### config.mk
export PLATFORM = sky130hd
export DESIGN_NAME = dir_home_ctrl
export DESIGN_NICKNAME = d
export VERILOG_FILES = /design/src/rtl/dir_home_pkg.sv /design/src/rtl/dir_tag_table.sv /design/src/rtl/dir_data_ram.sv /design/src/rtl/dir_lsb_pick.sv /design/src/rtl/dir_home_ctrl.sv
export SDC_FILE = /design/constraint.sdc
export NUM_CORES = 1
export LEC_CHECK = 0
export ABC_AREA = 1
export BUFFER_PORTS_ARGS = -buffer_cell sky130_fd_sc_hd__buf_2
export CAP_MARGIN = 20
export CORE_UTILIZATION = 62
export CTS_CLUSTER_SIZE = 16
export DETAILED_ROUTE_END_ITERATION = 10
export PLACE_DENSITY = 0.88
export SETUP_SLACK_MARGIN = 0.02
export SLEW_MARGIN = 15
export SYNTH_ARGS = -nofsm -noshare
export SYNTH_HDL_FRONTEND = slang
export SYNTH_SLANG_ARGS = --single-unit
### constraint.sdc
create_clock -name clk -period 3.75 [get_ports clk]
set_input_delay 0.1875 -clock clk [delete_from_list [all_inputs] [get_ports clk]]
set_output_delay 0.1875 -clock clk [all_outputs]
set_load 0.005 [all_outputs]
### src/rtl/dir_home_pkg.sv
`timescale 1ns/1ps
package dir_home_pkg;

   typedef enum logic [1:0] {
      BLK_R  = 2'd0,
      BLK_W  = 2'd1,
      BLK_TR = 2'd2,
      BLK_TW = 2'd3
   } blk_state_e;

   typedef enum logic [1:0] {
      PH_IDLE  = 2'd0,
      PH_INV   = 2'd1,
      PH_FETCH = 2'd2
   } phase_e;

   localparam logic [2:0] IN_SH_REQ    = 3'd0;
   localparam logic [2:0] IN_EX_REQ    = 3'd1;
   localparam logic [2:0] IN_WB_REP    = 3'd2;
   localparam logic [2:0] IN_INV_REP   = 3'd3;
   localparam logic [2:0] IN_FLUSH_REP = 3'd4;

   localparam logic [2:0] OUT_SH_REP    = 3'd0;
   localparam logic [2:0] OUT_EX_REP    = 3'd1;
   localparam logic [2:0] OUT_WB_REQ    = 3'd2;
   localparam logic [2:0] OUT_INV_REQ   = 3'd3;
   localparam logic [2:0] OUT_FLUSH_REQ = 3'd4;

endpackage

### src/rtl/dir_tag_table.sv
`timescale 1ns/1ps
module dir_tag_table
   import dir_home_pkg::*;
#(
   parameter int N_BLOCKS = 8,
   parameter int N_SITES  = 4,
   parameter int ADDR_W   = 3
)(
   input  logic               clk,
   input  logic               rst_n,
   input  logic [ADDR_W-1:0]  addr,
   output blk_state_e         rd_state,
   output logic [N_SITES-1:0] rd_vec,
   input  logic               wr_en,
   input  blk_state_e         wr_state,
   input  logic [N_SITES-1:0] wr_vec
);

   blk_state_e         st_q  [N_BLOCKS];
   logic [N_SITES-1:0] vec_q [N_BLOCKS];

   always_ff @(posedge clk or negedge rst_n) begin
      if (!rst_n) begin
         for (int i = 0; i < N_BLOCKS; i++) begin
            st_q[i]  <= BLK_R;
            vec_q[i] <= '0;
         end
      end else if (wr_en) begin
         st_q[addr]  <= wr_state;
         vec_q[addr] <= wr_vec;
      end
   end

   assign rd_state = st_q[addr];
   assign rd_vec   = vec_q[addr];

endmodule

### src/rtl/dir_data_ram.sv
`timescale 1ns/1ps
module dir_data_ram #(
   parameter int N_BLOCKS  = 8,
   parameter int DATA_W    = 16,
   parameter int ADDR_W    = 3,
   parameter int INIT_BASE = 'h0A00
)(
   input  logic              clk,
   input  logic              rst_n,
   input  logic [ADDR_W-1:0] addr,
   output logic [DATA_W-1:0] rd_data,
   input  logic              wr_en,
   input  logic [DATA_W-1:0] wr_data
);

   logic [DATA_W-1:0] mem_q [N_BLOCKS];

   always_ff @(posedge clk or negedge rst_n) begin
      if (!rst_n) begin
         for (int i = 0; i < N_BLOCKS; i++) begin
            mem_q[i] <= DATA_W'(INIT_BASE) + DATA_W'(i);
         end
      end else if (wr_en) begin
         mem_q[addr] <= wr_data;
      end
   end

   assign rd_data = mem_q[addr];

endmodule

### src/rtl/dir_lsb_pick.sv
`timescale 1ns/1ps
module dir_lsb_pick #(
   parameter int N  = 4,
   parameter int IW = 2
)(
   input  logic [N-1:0]  vec,
   output logic [IW-1:0] idx,
   output logic          any
);

   logic [N-1:0] first;

   genvar g;
   generate
      for (g = 0; g < N; g++) begin : g_first
         if (g == 0) begin : g_lo
            assign first[g] = vec[g];
         end else begin : g_hi
            assign first[g] = vec[g] & ~(|vec[g-1:0]);
         end
      end
   endgenerate

   always_comb begin
      idx = '0;
      for (int i = 0; i < N; i++) begin
         if (first[i]) idx = idx | IW'(i);
      end
   end

   assign any = |vec;

endmodule

### src/rtl/dir_home_ctrl.sv
`timescale 1ns/1ps
module dir_home_ctrl
   import dir_home_pkg::*;
#(
   parameter int N_SITES   = 4,
   parameter int N_BLOCKS  = 8,
   parameter int DATA_W    = 16,
   parameter int INIT_BASE = 'h0A00,
   parameter int SITE_W    = $clog2(N_SITES),
   parameter int ADDR_W    = $clog2(N_BLOCKS)
)(
   input  logic              clk,
   input  logic              rst_n,
   input  logic              in_valid,
   output logic              in_ready,
   input  logic [SITE_W-1:0] in_site,
   input  logic [2:0]        in_kind,
   input  logic [ADDR_W-1:0] in_addr,
   input  logic [DATA_W-1:0] in_data,
   output logic              out_valid,
   input  logic              out_ready,
   output logic [SITE_W-1:0] out_site,
   output logic [2:0]        out_kind,
   output logic [ADDR_W-1:0] out_addr,
   output logic [DATA_W-1:0] out_data
);

   generate
      if (N_SITES < 2) begin : g_bad_sites
         $error("dir_home_ctrl: N_SITES must be at least 2");
      end
      if (N_BLOCKS < 2 || (N_BLOCKS & (N_BLOCKS - 1)) != 0) begin : g_bad_blocks
         $error("dir_home_ctrl: N_BLOCKS must be a power of two, at least 2");
      end
      if (SITE_W != $clog2(N_SITES) || ADDR_W != $clog2(N_BLOCKS)) begin : g_bad_widths
         $error("dir_home_ctrl: SITE_W and ADDR_W must follow N_SITES and N_BLOCKS");
      end
      if (DATA_W < 1 || INIT_BASE < 0) begin : g_bad_data
         $error("dir_home_ctrl: DATA_W must be positive and INIT_BASE non-negative");
      end
   endgenerate

   // transaction state
   phase_e             phase_q, phase_n;
   logic [ADDR_W-1:0]  pend_addr_q, pend_addr_n;
   logic [SITE_W-1:0]  pend_site_q, pend_site_n;
   logic               pend_ex_q, pend_ex_n;
   logic [N_SITES-1:0] todo_q, todo_n;

   // outbound register
   logic               out_valid_q;
   logic [SITE_W-1:0]  out_site_q;
   logic [2:0]         out_kind_q;
   logic [ADDR_W-1:0]  out_addr_q;
   logic [DATA_W-1:0]  out_data_q;
   logic               ld;
   logic [SITE_W-1:0]  ld_site;
   logic [2:0]         ld_kind;
   logic [DATA_W-1:0]  ld_data;

   // directory and memory access
   logic [ADDR_W-1:0]  blk_addr;
   blk_state_e         tb_state, tb_wst;
   logic [N_SITES-1:0] tb_vec, tb_wvec;
   logic               tb_we;
   logic [DATA_W-1:0]  mem_rd;
   logic               mem_we;

   logic               in_is_req, out_free, in_fire, in_match;
   logic [N_SITES-1:0] in_bit, pend_bit, vec_left;
   logic [SITE_W-1:0]  owner_idx, todo_idx;
   logic               owner_any, todo_any;

   assign in_is_req = (in_kind == IN_SH_REQ) || (in_kind == IN_EX_REQ);
   assign out_free  = !out_valid_q || out_ready;
   assign in_ready  = out_free && (!in_is_req || phase_q == PH_IDLE);
   assign in_fire   = in_valid && in_ready;
   assign blk_addr  = (phase_q == PH_IDLE) ? in_addr : pend_addr_q;
   assign in_bit    = N_SITES'(1) << in_site;
   assign pend_bit  = N_SITES'(1) << pend_site_q;
   assign in_match  = (in_addr == pend_addr_q) && tb_vec[in_site];

   dir_tag_table #(
      .N_BLOCKS (N_BLOCKS),
      .N_SITES  (N_SITES),
      .ADDR_W   (ADDR_W)
   ) u_tags (
      .clk      (clk),
      .rst_n    (rst_n),
      .addr     (blk_addr),
      .rd_state (tb_state),
      .rd_vec   (tb_vec),
      .wr_en    (tb_we),
      .wr_state (tb_wst),
      .wr_vec   (tb_wvec)
   );

   dir_data_ram #(
      .N_BLOCKS  (N_BLOCKS),
      .DATA_W    (DATA_W),
      .ADDR_W    (ADDR_W),
      .INIT_BASE (INIT_BASE)
   ) u_mem (
      .clk     (clk),
      .rst_n   (rst_n),
      .addr    (blk_addr),
      .rd_data (mem_rd),
      .wr_en   (mem_we),
      .wr_data (in_data)
   );

   dir_lsb_pick #(.N(N_SITES), .IW(SITE_W)) u_owner_pick (
      .vec (tb_vec),
      .idx (owner_idx),
      .any (owner_any)
   );

   dir_lsb_pick #(.N(N_SITES), .IW(SITE_W)) u_todo_pick (
      .vec (todo_q),
      .idx (todo_idx),
      .any (todo_any)
   );

   always_comb begin
      phase_n     = phase_q;
      pend_addr_n = pend_addr_q;
      pend_site_n = pend_site_q;
      pend_ex_n   = pend_ex_q;
      todo_n      = todo_q;
      tb_we       = 1'b0;
      tb_wst      = tb_state;
      tb_wvec     = tb_vec;
      mem_we      = 1'b0;
      ld          = 1'b0;
      ld_site     = in_site;
      ld_kind     = OUT_SH_REP;
      ld_data     = '0;
      vec_left    = tb_vec;
      case (phase_q)
         PH_IDLE: begin
            if (in_fire && in_is_req) begin
               pend_addr_n = in_addr;
               pend_site_n = in_site;
               pend_ex_n   = (in_kind == IN_EX_REQ);
               case (tb_state)
                  BLK_R: begin
                     tb_we = 1'b1;
                     if (in_kind == IN_SH_REQ) begin
                        tb_wst  = BLK_R;
                        tb_wvec = tb_vec | in_bit;
                        ld      = 1'b1;
                        ld_kind = OUT_SH_REP;
                        ld_data = mem_rd;
                     end else if ((tb_vec & ~in_bit) == '0) begin
                        tb_wst  = BLK_W;
                        tb_wvec = in_bit;
                        ld      = 1'b1;
                        ld_kind = OUT_EX_REP;
                        ld_data = mem_rd;
                     end else begin
                        tb_wst  = BLK_TR;
                        tb_wvec = tb_vec & ~in_bit;
                        todo_n  = tb_vec & ~in_bit;
                        phase_n = PH_INV;
                     end
                  end
                  BLK_W: begin
                     if (owner_any) begin
                        tb_we   = 1'b1;
                        tb_wst  = BLK_TW;
                        ld      = 1'b1;
                        ld_site = owner_idx;
                        ld_kind = (in_kind == IN_EX_REQ) ? OUT_FLUSH_REQ : OUT_WB_REQ;
                        phase_n = PH_FETCH;
                     end
                  end
                  default: ;
               endcase
            end
         end
         PH_INV: begin
            if (in_fire && in_kind == IN_INV_REP && in_match) begin
               vec_left = tb_vec & ~in_bit;
               tb_we    = 1'b1;
               tb_wst   = BLK_TR;
               tb_wvec  = vec_left;
            end
            if (todo_any) begin
               if (out_free) begin
                  ld      = 1'b1;
                  ld_site = todo_idx;
                  ld_kind = OUT_INV_REQ;
                  todo_n  = todo_q & ~(N_SITES'(1) << todo_idx);
               end
            end else if (vec_left == '0 && out_free) begin
               tb_we   = 1'b1;
               tb_wst  = BLK_W;
               tb_wvec = pend_bit;
               ld      = 1'b1;
               ld_site = pend_site_q;
               ld_kind = OUT_EX_REP;
               ld_data = mem_rd;
               phase_n = PH_IDLE;
            end
         end
         PH_FETCH: begin
            if (in_fire && in_match &&
                in_kind == (pend_ex_q ? IN_FLUSH_REP : IN_WB_REP)) begin
               mem_we  = 1'b1;
               tb_we   = 1'b1;
               ld      = 1'b1;
               ld_site = pend_site_q;
               ld_data = in_data;
               phase_n = PH_IDLE;
               if (pend_ex_q) begin
                  tb_wst  = BLK_W;
                  tb_wvec = pend_bit;
                  ld_kind = OUT_EX_REP;
               end else begin
                  tb_wst  = BLK_R;
                  tb_wvec = tb_vec | pend_bit;
                  ld_kind = OUT_SH_REP;
               end
            end
         end
         default: phase_n = PH_IDLE;
      endcase
   end

   always_ff @(posedge clk or negedge rst_n) begin
      if (!rst_n) begin
         phase_q     <= PH_IDLE;
         pend_addr_q <= '0;
         pend_site_q <= '0;
         pend_ex_q   <= 1'b0;
         todo_q      <= '0;
      end else begin
         phase_q     <= phase_n;
         pend_addr_q <= pend_addr_n;
         pend_site_q <= pend_site_n;
         pend_ex_q   <= pend_ex_n;
         todo_q      <= todo_n;
      end
   end

   always_ff @(posedge clk or negedge rst_n) begin
      if (!rst_n) begin
         out_valid_q <= 1'b0;
         out_site_q  <= '0;
         out_kind_q  <= '0;
         out_addr_q  <= '0;
         out_data_q  <= '0;
      end else if (ld) begin
         out_valid_q <= 1'b1;
         out_site_q  <= ld_site;
         out_kind_q  <= ld_kind;
         out_addr_q  <= blk_addr;
         out_data_q  <= ld_data;
      end else if (out_ready) begin
         out_valid_q <= 1'b0;
      end
   end

   assign out_valid = out_valid_q;
   assign out_site  = out_site_q;
   assign out_kind  = out_kind_q;
   assign out_addr  = out_addr_q;
   assign out_data  = out_data_q;

endmodule

==> results of run 1 <==
[cell type report]
class / instances / area (sq um) / area share (%)
Sequential cell: 213 / 5365 / 44.45
Multi-Input combinational cell: 949 / 4692 / 38.87
Clock buffer: 36 / 674.4 / 5.587
Timing Repair Buffer: 94 / 616.8 / 5.110
Inverter: 104 / 392.9 / 3.255
Tap cell: 220 / 275.3 / 2.281
Clock inverter: 6 / 53.80 / 0.4457
[per-layer routing]
layer	vias up	track usage, %	wire length, um
met5	-	0	0
met4	0	16.67	1265
met3	117	5.785	2691
met2	581	57.42	14400
met1	4719	47.57	12400
li1	4512	-	-
[power by group]
| part | leakage [nW] | switching [W] | internal [W] |
|---|---|---|---|
| sequential | 2.80 | 0.000240 | 0.00265 |
| combinational | 2.71 | 0.00296 | 0.00134 |
| clock | 0.357 | 0.000939 | 0.00125 |
| total | 5.86 | 0.00414 | 0.00524 |
[cell families after synthesis]
kind of cell | share of synthesized area [%]
AND/OR/NAND/NOR | 26.03
AO/OA/AOI/OAI | 17.48
flip-flops | 50.50
buffers and inverters | 5.747
XOR/XNOR | 0.2474
[repair_timing]
| item | in CTS | in global routing |
|---|---|---|
| hold endpoints to repair | 100 | 0 |
| gates resized for setup | 0 | 12 |
| hold buffers | 4 | 0 |
| setup endpoints to repair | 0 | 200 |
[critical path, stage by stage (launching register included)]
cell                       delay [ns]
sky130_fd_sc_hd__dfrtp_1         0.45
sky130_fd_sc_hd__nor2_4          0.24
sky130_fd_sc_hd__nand2_2         0.14
sky130_fd_sc_hd__nand2_8         0.19
sky130_fd_sc_hd__nand2_1         0.08
sky130_fd_sc_hd__nand3_1         0.09
sky130_fd_sc_hd__nand2_1         0.07
sky130_fd_sc_hd__o21ai_1         0.17
sky130_fd_sc_hd__nand2_1         0.13
sky130_fd_sc_hd__nor3_2          0.25
sky130_fd_sc_hd__nand2_1         0.17
sky130_fd_sc_hd__nand2_1         0.20
sky130_fd_sc_hd__o21ai_0         0.26
sky130_fd_sc_hd__nand2_1         0.11
sky130_fd_sc_hd__o311ai_0        0.17
sky130_fd_sc_hd__nor2_1          0.16
sky130_fd_sc_hd__nand2_2         0.20
sky130_fd_sc_hd__nand3_1         0.17
sky130_fd_sc_hd__nand2_1         0.06
[metrics by stage]
| stage | setup slack, ns | util [%] |
|---|---|---|
| 2_1_floorplan | 0.9318 | - |
| 3_3_place_gp | 0.2240 | 67.63 |
| 3_5_place_dp | 0.1369 | 67.63 |
| 4_1_cts | 0.04099 | 72.25 |
| 5_1_grt | 0.02634 | 72.53 |
| 6_report | 0.3344 | 72.53 |
[flip-flops by register name, summed over array words and instances, names as in the netlist, 3 cells and up]
register      cells
u_mem.mem_q     128
u_tags.vec_q     32
out_data         16
u_tags.st_q      16
todo_q            4
out_addr          3
out_kind          3
pend_addr_q       3
[layout by cell type (no fill, tap or decap), types with 4 or more instances in the layout]
master and count:
sky130_fd_sc_hd__buf_4 35, sky130_fd_sc_hd__a21oi_4 5, sky130_fd_sc_hd__inv_1 96, sky130_fd_sc_hd__o21ai_1 10
sky130_fd_sc_hd__o22ai_1 36, sky130_fd_sc_hd__or2_2 16, sky130_fd_sc_hd__nor2_1 70, sky130_fd_sc_hd__dfrtp_1 185
sky130_fd_sc_hd__nor2_4 5, sky130_fd_sc_hd__dfstp_2 28, sky130_fd_sc_hd__inv_2 4, sky130_fd_sc_hd__nand3_1 53
sky130_fd_sc_hd__nand2_4 10, sky130_fd_sc_hd__nor2_2 4, sky130_fd_sc_hd__clkbuf_8 6, sky130_fd_sc_hd__o21ai_0 168
sky130_fd_sc_hd__clkbuf_1 8, sky130_fd_sc_hd__o2111ai_1 15, sky130_fd_sc_hd__nor3_1 17, sky130_fd_sc_hd__o22a_1 14
sky130_fd_sc_hd__a21oi_1 31, sky130_fd_sc_hd__buf_2 52, sky130_fd_sc_hd__nand2_2 13, sky130_fd_sc_hd__o32ai_1 13
sky130_fd_sc_hd__nand4_1 6, sky130_fd_sc_hd__nand2_1 428, sky130_fd_sc_hd__dlygate4sd3_1 4, sky130_fd_sc_hd__a21oi_2 4
sky130_fd_sc_hd__clkbuf_16 23
[worst max path at each step]
stage / start / to / slack (ns) / cells after the start
after CTS: phase_q[1]$_DFFE_PN0P_ / u_tags.st_q[14]$_DFFE_PN0P_ / 0.04 / 17
after detailed placement: phase_q[1]$_DFFE_PN0P_ / u_tags.st_q[14]$_DFFE_PN0P_ / 0.14 / 17
after global routing: phase_q[1]$_DFFE_PN0P_ / u_tags.vec_q[22]$_DFFE_PN0P_ / 0.03 / 17
after global placement: phase_q[1]$_DFFE_PN0P_ / u_tags.vec_q[24]$_DFFE_PN0P_ / 0.22 / 18
after floorplan: phase_q[1]$_DFFE_PN0P_ / u_tags.vec_q[19]$_DFFE_PN0P_ / 0.93 / 21
final: phase_q[1]$_DFFE_PN0P_ / u_tags.vec_q[20]$_DFFE_PN0P_ / 0.33 / 18
==> flow_summary.json, run 1 <==
{
  "first_global_vias": 9746,
  "layout.cell_area.non_filler_sq_um": 12070,
  "yosysTopAreaCell": "sky130_fd_sc_hd__dfrtp_1",
  "arrival_time_worst_endpoint_ns": 3.83,
  "hold_ws_ns": 0.02562,
  "route.vias.total": 9929,
  "cellLeakagePower_nw": 5.863,
  "relSlewSlack_pct": 33.12,
  "totalPowerFinal_w": 0.009378,
  "vias_per_cell": 6.121,
  "worstHoldEndpoint": "out_kind[2]$_DFFE_PN0P_",
  "placementRows": 47,
  "drt-total-wl_um": 30750,
  "report.final.slew_viol_count": 0,
  "initial_utilization_pct": 63.84,
  "clock_sinks": 213,
  "startpoint_of_the_most_critical_register_to_register_path": "phase_q[1]$_DFFE_PN0P_",
  "grt_first_pass_wirelength_um": 49830,
  "synthesis.area_sq_um": 10620,
  "finalSetupViolCount": 0,
  "synth-seq-area-share_pct": 50.50,
  "finish.net_count": 1413,
  "synth-main-ff-cell": "sky130_fd_sc_hd__dfrtp_1",
  "hold_viol_final": 0,
  "dieArea_sq_um": 17660,
  "floorplan.die.height_um": 132.9,
  "worst_hold_startpoint": "in_kind[0]",
  "number_of_top_level_pins": 54,
  "count_of_buffers_inserted_at_the_top_level_ports": 53,
  "hpwlAfterDp_um": 19600,
  "cts_root_buf": "sky130_fd_sc_hd__clkbuf_16",
  "fillerInstances": 1253,
  "count_leader_synth": "sky130_fd_sc_hd__nand2_1",
  "antenna_cells_inserted": 0,
  "placement.cell_area_sq_um": 11260,
  "result_of_the_run": "complete, no violations",
  "drive_gt1_share_pct": 15.83,
  "ff2ff_path_depth": 18,
  "place.detailed.instances": 1576,
  "cts_made_buffers": 23,
  "die_width_um": 132.9,
  "core_area_sq_um": 16640,
  "layout_min_cycle_time_ns": 3.416,
  "ys_top_cells_by_area": "sky130_fd_sc_hd__dfrtp_1, sky130_fd_sc_hd__nand2_1, sky130_fd_sc_hd__o21ai_0, sky130_fd_sc_hd__dfstp_2, sky130_fd_sc_hd__inv_1",
  "yosys_warnings": 0,
  "clock_latency_ns": 0.53,
  "final_min_period_over_clock_period_pct": 91.08,
  "fin_skew_ns": 0.01284,
  "final_antenna_net_count": 0,
  "drt_first_iter_violations": 1190,
  "r2r_slack_ns": 0.33,
  "path_max_fanout": 28,
  "cts_tree": "built",
  "synthesis.instances": 1315,
  "clock.fmax_mhz": 292.8,
  "min-delay-path-class": "in -> reg",
  "grt_max_degree": 119,
  "syn2layout_area_growth_pct": 13.61,
  "critical_path.endpoint_type": "flop",
  "synth_top_cell_area_share_pct": 43.58,
  "cp.required_ns": 4.16,
  "synth.lib_cells_used.distinct": 48,
  "cts.clk_slew.worst_paths_ns": 0.06,
  "fin_tns_setup_ns": 0,
  "drt-pass1-iter-count": 6,
  "gp_congestion": 0.9940,
  "hold_path_depth": 3,
  "number_of_antenna_violations_at_the_first_check_in_global_routing": 0,
  "timing.critical_path.from_type": "flop",
  "detail_route.wl_per_cell_um": 18.96,
  "drcViolationCount": 0,
  "tightestPinTransition_ns": 1.003,
  "grt-ovfl-total": 0,
  "cts.htree.levels": 1,
  "maxCapViolations": 0,
  "gr-usage-all-layers_pct": 35.69,
  "syn_nets": 1343,
  "synth_enable_flop_cells": 0,
  "regToRegEndpoint": "u_tags.vec_q[20]$_DFFE_PN0P_",
  "top_cells_by_instance_count_after_synthesis": "sky130_fd_sc_hd__nand2_1, sky130_fd_sc_hd__dfrtp_1, sky130_fd_sc_hd__o21ai_0, sky130_fd_sc_hd__inv_1, sky130_fd_sc_hd__nor2_1",
  "grt_setup_unrepaired": "no",
  "postSynthRegisterBits": 213,
  "cts_buffer_depth": 3,
  "final_cells": 1622,
  "ir_worst_vdd_mv": 0.4596,
  "post_synth.cell_area_avg_sq_um": 8.079,
  "critical_path_class": "reg -> reg",
  "async_reset_ff_share_pct": 100.0,
  "postCtsSetupBuffers": 0,
  "power.density_nw_per_um2": 777.0
}
Power figures use the tool's default switching activity.
==> run 2: changes to the inputs <==
--- a/config.mk
+++ b/config.mk
@@ -8,6 +8,7 @@
 export ABC_AREA = 1
 export BUFFER_PORTS_ARGS = -buffer_cell sky130_fd_sc_hd__buf_2
 export CAP_MARGIN = 20
+export CORE_ASPECT_RATIO = 0.6
 export CORE_UTILIZATION = 62
 export CTS_CLUSTER_SIZE = 16
 export DETAILED_ROUTE_END_ITERATION = 10
==> run 2 against run 1 <==
Against the previous run:
- sequential share of layout area increased by 0.49 points
- wire length increased by 4.2%
- sequential power about the same
- first-iteration DRC count grew 27%
- clock skew grew 0.0028 ns
- largest power group unchanged
- utilization decreased by 0.11 points
==> flow_summary.json, run 2 (synthesis results as in run 1) <==
{
  "min-delay-path-class": "in -> reg",
  "number_of_top_level_pins": 54,
  "clock_latency_ns": 0.50,
  "finalCoreUtilization_pct": 72.42,
  "grt_max_degree": 117,
  "postCtsSetupBuffers": 0,
  "startpoint_of_the_most_critical_register_to_register_path": "phase_q[0]$_DFFE_PN0P_",
  "tightestPinTransition_ns": 0.9273,
  "cts_tree": "built",
  "final_min_period_over_clock_period_pct": 93.28,
  "final_antenna_net_count": 0,
  "cp.required_ns": 4.18,
  "cp-startpoint": "phase_q[0]$_DFFE_PN0P_",
  "netSwitchingPower_w": 0.004283,
  "mostFrequentLayoutCell": "sky130_fd_sc_hd__nand2_1",
  "finish.net_count": 1408,
  "detail_route.wl_per_cell_um": 19.75,
  "clock_sinks": 213,
  "gr-usage-all-layers_pct": 37.82,
  "cts.clk_slew.worst_paths_ns": 0.07,
  "maxCapViolations": 0,
  "gp_congestion": 1.089,
  "fin_tns_setup_ns": 0,
  "antenna_cells_inserted": 0,
  "clockPowerShare_pct": 21.4,
  "vias_per_cell": 6.199,
  "timing.critical_path.from_type": "flop",
  "drive_gt1_share_pct": 15.42,
  "registers.top_by_ff_count": "u_mem.mem_q",
  "critical_path_class": "reg -> reg",
  "die_width_um": 171.0,
  "cellLeakagePower_nw": 5.796,
  "grt_setup_unrepaired": "no",
  "floorplan.die.height_um": 103.4,
  "grt-ovfl-total": 0,
  "layout.cells.most_common_list": "sky130_fd_sc_hd__nand2_1, sky130_fd_sc_hd__dfrtp_1, sky130_fd_sc_hd__o21ai_0, sky130_fd_sc_hd__inv_1, sky130_fd_sc_hd__nor2_1",
  "path_max_fanout": 28,
  "drt-total-wl_um": 32040,
  "placementRows": 36,
  "arrival_time_worst_endpoint_ns": 3.93,
  "clock.fmax_mhz": 285.9,
  "result_of_the_run": "complete, no violations",
  "relSlewSlack_pct": 38.18,
  "first_global_vias": 9147,
  "drt_first_iter_violations": 1506,
  "finalSetupViolCount": 0,
  "pwr-share-seq_pct": 31.2,
  "drcViolationCount": 0,
  "cts.htree.levels": 1,
  "worst_hold_startpoint": "in_addr[2]",
  "grt_first_pass_wirelength_um": 50510,
  "drt-pass1-iter-count": 6,
  "comb_power_share_pct": 47.4,
  "cellInternalPower_w": 0.005081,
  "hold_viol_final": 0,
  "syn2layout_area_growth_pct": 12.38,
  "fin_skew_ns": 0.01560,
  "core_area_sq_um": 16490,
  "cts_made_buffers": 20,
  "hpwlAfterDp_um": 21510,
  "critical_path.endpoint_type": "flop",
  "largest_reg_flops": 128,
  "cts_root_buf": "sky130_fd_sc_hd__clkbuf_16",
  "report.final.slew_viol_count": 0,
  "power.density_nw_per_um2": 784.3,
  "layout_min_cycle_time_ns": 3.498,
  "initial_utilization_pct": 64.44,
  "dieArea_sq_um": 17680,
  "ir_worst_vdd_mv": 0.6545,
  "reg.largest.list": "u_mem.mem_q x128, u_tags.vec_q x32",
  "number_of_antenna_violations_at_the_first_check_in_global_routing": 0,
  "count_of_buffers_inserted_at_the_top_level_ports": 53,
  "route.vias.total": 10050,
  "cts_buffer_depth": 3,
  "fraction_of_power_spent_switching_nets_pct": 45.74
}
## run 2: what timing repair did
item / in CTS / in global routing
setup endpoints to repair: 0 / 62
hold buffers: 3 / 0
gates resized for setup: 0 / 10
hold endpoints to repair: 99 / 0
## run 2: final cells by class
class                   count  area [sq um]
clock inverters             4         30.03
clock buffers              32         606.8
multi-input cells         949          4687
fillers                  1279          4547
well taps                 228         285.3
inverters                 104         390.4
flip-flops and latches    213          5365
repair buffers             92         574.3
## run 2: worst paths after layout
| check | depth (start not counted) | slack, ns | end |
|---|---|---|---|
| worst max-delay path | 21 | 0.25 | u_tags.vec_q[8]$_DFFE_PN0P_ |
| max in group asynchronous | 3 | 2.32 | u_mem.mem_q[0]$_DFFE_PN1P_ |
| worst max register to register | 21 | 0.25 | u_tags.vec_q[8]$_DFFE_PN0P_ |
| worst min-delay path | 3 | 0.03 | pend_addr_q[2]$_DFFE_PN0P_ |
| worst min register to register | 2 | 0.47 | out_data[9]$_DFFE_PN0P_ |
| min in group asynchronous | 2 | 0.38 | u_mem.mem_q[113]$_DFFE_PN0P_ |
## run 2: metrics by stage
step	total power, W	cells	instance area (sq um)	worst slack [ns]	hold slack, ns
6_report	0.009363	1622	11940	0.2521	0.02628
3_3_place_gp	0.007040	1583	11230	0.1295	0.3556
2_1_floorplan	0.005693	1315	10620	0.9318	-0.1081
4_1_cts	0.009147	1622	11900	0.1593	0.01167
3_5_place_dp	0.007113	1583	11230	0.1867	0.3599
5_1_grt	0.009874	1622	11940	0.02173	0.03179
## run 2: worst max-delay path, cell delays in order (launching register included)
cell and delay [ns]:
sky130_fd_sc_hd__dfrtp_1 0.47, sky130_fd_sc_hd__inv_2 0.08, sky130_fd_sc_hd__nand2_4 0.14, sky130_fd_sc_hd__nand2_2 0.09
sky130_fd_sc_hd__nand2_4 0.23, sky130_fd_sc_hd__nand2_1 0.10, sky130_fd_sc_hd__nand3_1 0.11, sky130_fd_sc_hd__nand2_1 0.08
sky130_fd_sc_hd__o21ai_1 0.17, sky130_fd_sc_hd__nand2_1 0.15, sky130_fd_sc_hd__nor2_4 0.14, sky130_fd_sc_hd__nand3_4 0.15
sky130_fd_sc_hd__nand2_1 0.12, sky130_fd_sc_hd__nand2_2 0.08, sky130_fd_sc_hd__nor2_4 0.21, sky130_fd_sc_hd__nand4_4 0.14
sky130_fd_sc_hd__buf_4 0.22, sky130_fd_sc_hd__nand2_4 0.09, sky130_fd_sc_hd__nand2_8 0.13, sky130_fd_sc_hd__a21oi_2 0.29
sky130_fd_sc_hd__nand3_1 0.14, sky130_fd_sc_hd__nand2_1 0.08
## run 2: power groups by stage
stage / registers (W) / logic (W) / clock network (W)
global placement: 0.00294 / 0.00410 / 0
global route: 0.00295 / 0.00483 / 0.00210
detailed placement: 0.00292 / 0.00419 / 0
finish: 0.00292 / 0.00444 / 0.00200
CTS: 0.00290 / 0.00423 / 0.00201
floorplan: 0.00286 / 0.00283 / 0
## run 2: routing by layer
layer / GRT usage, % / wire, um
met1: 57.52 / 13730
met2: 51.06 / 12730
met3: 12.44 / 4785
met4: 10.37 / 790
met5: 2.174 / 0
